==> src/rtl/act_lamp_pkg.sv <==
package act_lamp_pkg;

   typedef enum logic [1:0] {
      ACT_IDLE   = 2'b00,
      ACT_RX     = 2'b01,
      ACT_TX     = 2'b10,
      ACT_DUPLEX = 2'b11
   } act_state_e;

   localparam int unsigned REG_ADDR_W = 3;
   localparam int unsigned NUM_STATES = 4;

   // pattern registers sit at addresses 0..3, indexed by state code
   localparam logic [REG_ADDR_W-1:0] ADR_ANT  = 3'd4;
   localparam logic [REG_ADDR_W-1:0] ADR_MASK = 3'd5;
   localparam logic [REG_ADDR_W-1:0] ADR_MVAL = 3'd6;

endpackage

==> src/rtl/act_lamp_regs.sv <==
module act_lamp_regs
   import act_lamp_pkg::*;
#(
   parameter int unsigned LINES = 4
) (
   input  logic                                  clk,
   input  logic                                  rst_n,
   input  logic                                  wr_en,
   input  logic [REG_ADDR_W-1:0]                 wr_addr,
   input  logic [LINES-1:0]                      wr_data,
   output logic [NUM_STATES-1:0][LINES-1:0]      pat_q,
   output logic                                  ant_shared_q,
   output logic [LINES-1:0]                      mask_q,
   output logic [LINES-1:0]                      mval_q
);

   genvar g;
   generate
      for (g = 0; g < NUM_STATES; g++) begin : g_pat
         always_ff @(posedge clk) begin
            if (!rst_n)
               pat_q[g] <= '0;
            else if (wr_en && (wr_addr == REG_ADDR_W'(g)))
               pat_q[g] <= wr_data;
         end
      end
   endgenerate

   always_ff @(posedge clk) begin
      if (!rst_n) begin
         ant_shared_q <= 1'b0;
         mask_q       <= '0;
         mval_q       <= '0;
      end else if (wr_en) begin
         if (wr_addr == ADR_ANT)  ant_shared_q <= wr_data[0];
         if (wr_addr == ADR_MASK) mask_q       <= wr_data;
         if (wr_addr == ADR_MVAL) mval_q       <= wr_data;
      end
   end

   // no strobe, no register change
   a_r7_hold_without_strobe: assert property (@(posedge clk) disable iff (!rst_n)
      !wr_en |=> ($stable(pat_q) && $stable(ant_shared_q) && $stable(mask_q) && $stable(mval_q)));

   // the spare address touches nothing
   a_r9_spare_addr_ignored: assert property (@(posedge clk) disable iff (!rst_n)
      (wr_en && wr_addr == 3'd7) |=> ($stable(pat_q) && $stable(ant_shared_q) && $stable(mask_q) && $stable(mval_q)));

   // a strobed write lands on the next edge
   a_r7_mask_write_lands: assert property (@(posedge clk) disable iff (!rst_n)
      (wr_en && wr_addr == ADR_MASK) |=> (mask_q == $past(wr_data)));

endmodule

==> src/rtl/act_lamp_state.sv <==
module act_lamp_state
   import act_lamp_pkg::*;
#(
   parameter int unsigned STAGES = 1
) (
   input  logic       clk,
   input  logic       rst_n,
   input  logic       rx_active,
   input  logic       tx_active,
   output act_state_e state_q
);

   generate
      if (STAGES == 1) begin : g_direct
         always_ff @(posedge clk) begin
            if (!rst_n) state_q <= ACT_IDLE;
            else        state_q <= act_state_e'({tx_active, rx_active});
         end

         // state tracks the flags sampled one edge earlier
         a_r2_state_follows_flags: assert property (@(posedge clk) disable iff (!rst_n)
            1'b1 |=> (state_q == act_state_e'($past({tx_active, rx_active}))));
      end else if (STAGES == 2) begin : g_sync
         logic [1:0] flags_q;
         always_ff @(posedge clk) begin
            if (!rst_n) begin
               flags_q <= 2'b00;
               state_q <= ACT_IDLE;
            end else begin
               flags_q <= {tx_active, rx_active};
               state_q <= act_state_e'(flags_q);
            end
         end
      end else begin : g_bad_stages
         $error("act_lamp_state: STAGES must be 1 or 2");
      end
   endgenerate

endmodule

==> src/rtl/act_lamp_sel.sv <==
module act_lamp_sel
   import act_lamp_pkg::*;
#(
   parameter int unsigned LINES      = 4,
   parameter int unsigned SH_RX_BIT  = 0,
   parameter int unsigned DED_RX_BIT = 2
) (
   input  logic                              clk,
   input  logic                              rst_n,
   input  act_state_e                        state_q,
   input  logic [NUM_STATES-1:0][LINES-1:0]  pat_q,
   input  logic                              ant_shared_q,
   input  logic [LINES-1:0]                  mask_q,
   input  logic [LINES-1:0]                  mval_q,
   output logic [LINES-1:0]                  lamp_out
);

   logic [LINES-1:0] chosen;
   logic [LINES-1:0] steered;
   logic             swap_rx;

   always_comb begin
      chosen  = pat_q[state_q];
      swap_rx = (state_q == ACT_RX) && ant_shared_q;
   end

   genvar i;
   generate
      for (i = 0; i < LINES; i++) begin : g_bit
         if (i == SH_RX_BIT) begin : g_sh
            assign steered[i] = swap_rx ? chosen[DED_RX_BIT] : chosen[i];
         end else if (i == DED_RX_BIT) begin : g_ded
            assign steered[i] = swap_rx ? chosen[SH_RX_BIT] : chosen[i];
         end else begin : g_pass
            assign steered[i] = chosen[i];
         end
         assign lamp_out[i] = mask_q[i] ? mval_q[i] : steered[i];
      end
   endgenerate

   // forced lines show the override value
   a_r8_forced_lines: assert property (@(posedge clk) disable iff (!rst_n)
      ((lamp_out & mask_q) == (mval_q & mask_q)));

   // outside receive-only the pattern passes straight through
   a_r6_no_steer_outside_rx: assert property (@(posedge clk) disable iff (!rst_n)
      (state_q != ACT_RX && mask_q == '0) |-> (lamp_out == pat_q[state_q]));

   // shared antenna moves the dedicated-receive bit onto the shared-receive line
   a_r5_shared_rx_swap: assert property (@(posedge clk) disable iff (!rst_n)
      (state_q == ACT_RX && ant_shared_q && mask_q == '0)
         |-> (lamp_out[SH_RX_BIT] == pat_q[ACT_RX][DED_RX_BIT]
              && lamp_out[DED_RX_BIT] == pat_q[ACT_RX][SH_RX_BIT]));

   // dedicated antenna leaves the receive pattern alone
   a_r4_dedicated_rx_plain: assert property (@(posedge clk) disable iff (!rst_n)
      (state_q == ACT_RX && !ant_shared_q && mask_q == '0) |-> (lamp_out == pat_q[ACT_RX]));

endmodule

==> src/rtl/act_lamp_drv.sv <==
module act_lamp_drv
   import act_lamp_pkg::*;
#(
   parameter int unsigned LINES      = 4,
   parameter int unsigned SH_RX_BIT  = 0,
   parameter int unsigned DED_RX_BIT = 2,
   parameter int unsigned STAGES     = 1
) (
   input  logic                  clk,
   input  logic                  rst_n,
   input  logic                  wr_en,
   input  logic [2:0]            wr_addr,
   input  logic [LINES-1:0]      wr_data,
   input  logic                  rx_active,
   input  logic                  tx_active,
   output logic [LINES-1:0]      lamp_out
);

   generate
      if (LINES < 3 || LINES > 32) begin : g_bad_lines
         $error("act_lamp_drv: LINES must be 3..32");
      end
      if (SH_RX_BIT >= LINES || DED_RX_BIT >= LINES || SH_RX_BIT == DED_RX_BIT) begin : g_bad_bits
         $error("act_lamp_drv: receive indicator bits must be distinct and inside LINES");
      end
   endgenerate

   act_state_e                       state_q;
   logic [NUM_STATES-1:0][LINES-1:0] pat_q;
   logic                             ant_shared_q;
   logic [LINES-1:0]                 mask_q;
   logic [LINES-1:0]                 mval_q;

   act_lamp_regs #(.LINES(LINES)) u_regs (
      .clk          (clk),
      .rst_n        (rst_n),
      .wr_en        (wr_en),
      .wr_addr      (wr_addr),
      .wr_data      (wr_data),
      .pat_q        (pat_q),
      .ant_shared_q (ant_shared_q),
      .mask_q       (mask_q),
      .mval_q       (mval_q)
   );

   act_lamp_state #(.STAGES(STAGES)) u_state (
      .clk       (clk),
      .rst_n     (rst_n),
      .rx_active (rx_active),
      .tx_active (tx_active),
      .state_q   (state_q)
   );

   act_lamp_sel #(
      .LINES      (LINES),
      .SH_RX_BIT  (SH_RX_BIT),
      .DED_RX_BIT (DED_RX_BIT)
   ) u_sel (
      .clk          (clk),
      .rst_n        (rst_n),
      .state_q      (state_q),
      .pat_q        (pat_q),
      .ant_shared_q (ant_shared_q),
      .mask_q       (mask_q),
      .mval_q       (mval_q),
      .lamp_out     (lamp_out)
   );

   // idle with idle pattern and mask both cleared drives nothing
   a_r1_idle_dark: assert property (@(posedge clk) disable iff (!rst_n)
      (state_q == ACT_IDLE && pat_q[0] == '0 && mask_q == '0) |-> (lamp_out == '0));

endmodule

==> config.mk <==
export PLATFORM = sky130hd
export DESIGN_NAME = act_lamp_drv
export DESIGN_NICKNAME = d
export VERILOG_FILES = /design/src/rtl/act_lamp_pkg.sv /design/src/rtl/act_lamp_regs.sv /design/src/rtl/act_lamp_state.sv /design/src/rtl/act_lamp_sel.sv /design/src/rtl/act_lamp_drv.sv
export SDC_FILE = /design/constraint.sdc
export NUM_CORES = 1
export LEC_CHECK = 0
export BUFFER_PORTS_ARGS = -buffer_cell sky130_fd_sc_hd__buf_2
export CAP_MARGIN = 20
export CORE_MARGIN = 1
export CORE_UTILIZATION = 40
export DETAILED_ROUTE_END_ITERATION = 16
export PLACE_DENSITY = 0.6
export RECOVER_POWER = 25
export SYNTH_ARGS = -nofsm -noshare
export SYNTH_HDL_FRONTEND = slang
export SYNTH_SLANG_ARGS = --single-unit
==> constraint.sdc <==
create_clock -name clk -period 3.2 [get_ports clk]
set_input_delay 0.32 -clock clk [delete_from_list [all_inputs] [get_ports clk]]
set_output_delay 0.32 -clock clk [all_outputs]
set_load 0.01 [all_outputs]
==> out/summary.txt, run 1 <==
status -> finished, final reports clean
port bufs -> 15
Min Hold Slack -> 0.181 ns
NumNets Final -> 136
synthesized flop and latch total -> 27
placed cells -> 163
CTS sink count -> 27
Root Driver -> clkbuf_4
Critical Path RT -> 2.88 ns
P&R area growth vs syn -> 9.08%
setup bufs post-CTS -> 0
maximum buffer depth of the clock tree -> 2
CTS tree -> yes
hold endpoint -> u_state.state_q[1]$_SDFF_PN0_
area of placed instances -> 1360 um2
# IOs -> 16
post_cts resized -> 0
final setup margin -> 1.03 ns
dpl hpwl -> 1600 um
WP data arrival -> 1.85 ns
Syn Nets -> 123
R2R depth -> 2
kind of critical path -> register to output pin
Pwr Density -> 405 nW/um2
Post-Route Skew -> 0 ns
hold_sp -> tx_active
RSZ-0062 raised after global routing -> no
Starting Density -> 0.419
# hold bufs at CTS -> 0
LEAKAGE -> 0.545 nW
initial antenna violation count -> 0
final WL -> 2300 um
post-synthesis compound-gate area fraction -> 0.0257
XOR/XNOR share of the synthesized area -> 0
reg2reg end -> u_regs.mask_q[0]$_SDFFE_PN0P_
cell depth of the worst hold path -> 2
worst hold path class -> primary input to register
CP startpoint kind -> register
crit share post-route -> 0.677
DRC -> 0
r2r setup slk -> 2.55 ns
vias after detailed routing -> 820
first-pass GRT wire length -> 3760 um
Overflow after GRT -> 0
clock latency on the worst-skew pair -> 0.32 ns
Crit. End Element -> output pin
Synth Area per Inst -> 11.4 um2
max-cap violation count -> 0
Die Y -> 58.3 um
Hold Violations, Final -> 0
vias in the first global route -> 776
antenna-violating nets left -> 0
Cell Rows -> 20
fill cell count -> 284
Setup Viol. Count Final -> 0
Worst R2R Start -> u_regs.mask_q[0]$_SDFFE_PN0P_
Ant. Diodes -> 0
pin count of the biggest net entering global routing -> 28
drt pass-1 iters -> 2
Slew Limit Fails -> 0
Peak Freq -> 461 MHz
main combinational cell family by area after synthesis -> multiplexers
share of post-route cells with drive strength above 1 -> 0.220
Pwr Total -> 0.560 mW
relative slew slack -> 0.395
initial DRC count -> 59
final std cells w/o fill -> 167
die footprint -> 3400 um2
Inserted Clock Buffers -> 3
Total GRT Usage -> 0.150
Final Instance Area -> 1380 um2
post-synthesis mux area share -> 0.286
drt wl/cell -> 13.7 um
Synth warnings -> 0
Synth Area in Adders -> 0
htree depth -> 1
core area -> 3030 um2
Yosys cell types -> 22
fin util -> 0.457
Post-Synth Simple-Gate Area -> 0.213
worst-margin pin slew -> 0.908 ns
Mapped Cells -> 111
vias per inst -> 4.91
GPL Wtd Cong -> 0.720
Seq/Total Area, Yosys -> 0.426
Worst Setup Slack post-DPL -> 1.40 ns
synthesized area -> 1270 um2
Reg clk slew, reported paths -> 0.16 ns
die width -> 58.3 um
VDD IR max -> 212 uV
crit-path max FO -> 7
Tmin final -> 2.17 ns
final setup TNS -> 0 ns
state kept, by name (all words and copies together) (netlist names):
register             flops
u_regs.pat_q            16
u_regs.mask_q            4
u_regs.mval_q            4
u_state.state_q          2
u_regs.ant_shared_q      1
cell families (layout without fill, tap and decap cells):
| logic type | after synthesis | count (layout) |
|---|---|---|
| and+or+nand+nor | 38 | 38 |
| buffers and inverters | 10 | 22 |
| muxes | 31 | 31 |
| AOI/OAI and AO/OA | 5 | 5 |
| DFF | 27 | 27 |
worst max-delay path by stage:
stage	from	to	slack, ns	cells after the start
after floorplan	u_state.state_q[0]$_SDFF_PN0_	lamp_out[1]	1.68	3
after global placement	u_state.state_q[0]$_SDFF_PN0_	lamp_out[1]	1.40	3
after detailed placement	u_state.state_q[0]$_SDFF_PN0_	lamp_out[1]	1.40	3
after CTS	u_state.state_q[0]$_SDFF_PN0_	lamp_out[1]	1.00	3
after global routing	u_state.state_q[0]$_SDFF_PN0_	lamp_out[2]	0.92	4
final	u_state.state_q[0]$_SDFF_PN0_	lamp_out[2]	1.03	4
routing by layer:
metal	vias to the layer above	share of wire	GRT usage	wire length, um
li1	415	-	-	-
met1	395	0.51	0.209	1170
met2	8	0.46	0.232	1070
met3	2	0.019	0.0330	44
met4	0	0.0074	0.0510	17
met5	-	0	0	0
Yosys cell counts:
cell	count	area [um2]
a21oi_1	1	5.00
o31ai_1	1	7.51
dfxtp_1	27	541
inv_1	1	3.75
buf_6	2	22.5
and4bb_2	1	12.5
a41oi_1	1	8.76
clkbuf_1	2	7.51
o21ai_0	1	5.00
nor2b_1	26	163
nor4bb_1	2	20.0
nor3_1	1	5.00
buf_2	4	20.0
and2_1	2	12.5
mux2_2	2	22.5
mux2i_1	25	250
nand4b_1	3	26.3
mux4_2	4	90.1
nand2_1	2	7.51
nor4b_4	1	23.8
a31oi_1	1	6.26
buf_4	1	7.51
worst max-delay path: stages, from the launching register on:
cell     delay (ns)
dfxtp_1        0.57
mux4_2         0.55
a31oi_1        0.17
o31ai_1        0.09
buf_2          0.14
layout by cell type (no fill, tap or decap), drive strengths merged:
cell type,n
dfxtp,27
nor2b,26
mux2i,25
buf,15
clkbuf,5
mux4,4
nand4b,3
nand2,2
mux2,2
nor4bb,2
and2,2
inv,1
a31oi,1
nor3,1
o31ai,1
o21ai,1
a41oi,1
a21oi,1
nor4b,1
and4bb,1
clkinvlp,1
final cells by class:
type | count | area [um2] | share of cell area
Tap cell | 44 | 55.1 | 0.0398
Timing Repair Buffer | 17 | 87.6 | 0.0633
Clock inverter | 1 | 7.51 | 0.00543
Inverter | 1 | 3.75 | 0.00271
Clock buffer | 3 | 22.5 | 0.0163
Sequential cell | 27 | 541 | 0.391
Multi-Input combinational cell | 74 | 666 | 0.481
where the power goes:
| group | internal, mW | leakage (nW) | switching (mW) |
|---|---|---|---|
| clock network | 0.0478 | 0.0139 | 0.106 |
| registers | 0.344 | 0.219 | 0.00737 |
| logic | 0.0284 | 0.312 | 0.0259 |
| total | 0.421 | 0.545 | 0.139 |
Power figures use the tool's default switching activity.
==> run 2: changes to the inputs <==
ABC_AREA = 1   (was unset)
clock period = 2 ns   (was 3.2 ns; I/O delays follow)
==> out/summary.txt, run 2 <==
synthesized area -> 1180 um2
max-cap violation count -> 0
Post-synth ARST share -> 0
CP bufs+invs -> 2
dpl hpwl -> 1960 um
CTS tree -> yes
final WL -> 2540 um
port bufs -> 15
CP top delay family -> flip-flops
Critical Path RT -> 1.80 ns
Hold Violations, Final -> 0
R2R depth -> 2
vias per inst -> 4.98
setup bufs post-CTS -> 0
CP startpoint kind -> register
Worst R2R Start -> u_regs.ant_shared_q$_SDFFE_PN0P_
NumNets Final -> 203
crit-path max FO -> 12
antenna-violating nets left -> 0
Ant. Diodes -> 0
Starting Density -> 0.423
CP Cell Sequence -> inv_1 -> nand2_1 -> nand3_1 -> nand2_1 -> nand2_1 -> nand3_1 -> nand2_1 -> buf_2
final setup TNS -> 0 ns
crit share post-route -> 0.905
commonest cells after routing, fill and taps aside -> nor2_1 (37), nand2_1 (36), o21ai_0 (28), dfxtp_1 (27), inv_1 (21)
Synth area leaders -> dfxtp_1 (46%), o21ai_0 (12%), nor2_1 (12%)
worst hold path class -> primary input to register
leading area contributor after synthesis -> dfxtp_1
Crit. End Element -> output pin
top cells by count, synth -> nor2_1 (37), nand2_1 (36), o21ai_0 (28)
Root Driver -> clkbuf_4
EDFF count, synth -> 0
cell mode on critical path -> nand2_1
biggest regs -> u_regs.pat_q: 16 flops, u_regs.mask_q: 4 flops, u_regs.mval_q: 4 flops
cell depth of the worst hold path -> 3
Seq/Total Area, Yosys -> 0.459
CTS sink count -> 27
Biggest register -> u_regs.pat_q
Peak Freq -> 553 MHz
vias in the first global route -> 1002
die width -> 56.3 um
hold endpoint -> u_state.state_q[1]$_SDFF_PN0_
RSZ-0062 raised after global routing -> no
initial antenna violation count -> 0
post_cts resized -> 0
reg2reg end -> u_regs.ant_shared_q$_SDFFE_PN0P_
share of post-route cells with drive strength above 1 -> 0.100
count leader, synth -> nor2_1
core area -> 2780 um2
worst-margin pin slew -> 0.933 ns
pin count of the biggest net entering global routing -> 28
die footprint -> 3160 um2
vias after detailed routing -> 1100
Die Y -> 56.3 um
WP data arrival -> 1.61 ns
Inserted Clock Buffers -> 3
Mapped Cells -> 174
Largest register FFs -> 16
clock latency on the worst-skew pair -> 0.31 ns
drt wl/cell -> 11.5 um
relative slew slack -> 0.378
P&R area growth vs syn -> 10.4%
Slew Limit Fails -> 0
drt pass-1 iters -> 4
Crit-path slowest cell -> dfxtp_1
Reg clk slew, reported paths -> 0.15 ns
synthesized flop and latch total -> 27
kind of critical path -> register to output pin
# IOs -> 16
Pwr Density -> 701 nW/um2
VDD IR max -> 327 uV
Synth Area per Inst -> 6.77 um2
Syn Nets -> 186
first-pass GRT wire length -> 4380 um
post-synth top area share -> 0.459
GPL Wtd Cong -> 0.836
Tmin final -> 1.81 ns
Cell Rows -> 19
Setup Viol. Count Final -> 0
maximum buffer depth of the clock tree -> 2
final setup margin -> 0.191 ns
LEAKAGE -> 0.583 nW
ys flop type -> dfxtp_1
initial DRC count -> 36
most common cell after layout, fill and taps aside -> nor2_1
hold_sp -> tx_active
fill cell count -> 291
DRC -> 0
Synth warnings -> 0
Min Hold Slack -> 0.0524 ns
Yosys cell types -> 14
r2r setup slk -> 1.38 ns
area of placed instances -> 1270 um2
htree depth -> 1
Post-Route Skew -> 0 ns
max incr delay on CP -> 0.57 ns
Overflow after GRT -> 0
# hold bufs at CTS -> 0
Final Instance Area -> 1300 um2
status -> finished, final reports clean
Worst Setup Slack post-DPL -> 0.575 ns
Total GRT Usage -> 0.174
-- run 2: changes by cell type in the layout (fill, tap and decap cells not counted), sizes merged, moves of 3 or more --
cell and change:
mux2i -25, nand2 +34, nor2b -26, a21oi +7, mux4 -4, nand3 +8
nand4b -3, o21ai +27, nor2 +38, inv +20
-- run 2: layer usage --
layer,vias to the layer above,part of all wire,GRT usage
li1,585,-,-
met1,499,0.51,0.247
met2,14,0.46,0.281
met3,2,0.030,0.0207
met4,0,0.0051,0.0453
met5,-,0,0
-- run 2: how the worst max path moves through the flow --
| stage | startpoint | end | slack, ns | cells after the start |
|---|---|---|---|---|
| 6_report | u_state.state_q[0]$_SDFF_PN0_ | lamp_out[0] | 0.19 | 8 |
| 5_1_grt | u_state.state_q[0]$_SDFF_PN0_ | lamp_out[2] | 0.003 | 8 |
| 4_1_cts | u_state.state_q[0]$_SDFF_PN0_ | lamp_out[2] | 0.20 | 8 |
| 3_5_place_dp | u_state.state_q[0]$_SDFF_PN0_ | lamp_out[2] | 0.57 | 8 |
| 3_3_place_gp | u_state.state_q[0]$_SDFF_PN0_ | lamp_out[2] | 0.62 | 8 |
| 2_1_floorplan | u_state.state_q[0]$_SDFF_PN0_ | lamp_out[0] | 0.94 | 7 |
-- run 2: area by class of cell --
type / count / area, um2 / share of cell area
inverters: 21 / 78.8 / 0.0606
clock inverters: 1 / 5.00 / 0.00385
flip-flops and latches: 27 / 541 / 0.416
well taps: 31 / 38.8 / 0.0298
repair buffers: 15 / 73.8 / 0.0568
clock buffers: 3 / 22.5 / 0.0173
multi-input cells: 123 / 541 / 0.416
-- run 2: cell families after synthesis --
logic type / share of synthesized area
compound gates: 0.172
flops: 0.459
simple gates: 0.287
buf+inv: 0.0818
-- run 2: tightest hold or removal path, cell delays in order --
cell     delay, ns
buf_2         0.07
nand2_1       0.04
inv_1         0.04
-- run 2: through the flow --
step | util | std cells | total power [mW]
after global routing | 0.467 | 221 | 0.960
after floorplan | - | 174 | 0.650
after global placement | 0.458 | 217 | 0.690
after CTS | 0.468 | 221 | 0.919
after detailed placement | 0.458 | 217 | 0.693
final | 0.467 | 221 | 0.912
-- run 2: power by group --
group / internal [mW] / total [mW] / switching [mW]
Clock: 0.0747 / 0.231 / 0.156
Combinational: 0.0407 / 0.109 / 0.0681
Sequential: 0.558 / 0.571 / 0.0139
Total: 0.673 / 0.912 / 0.238
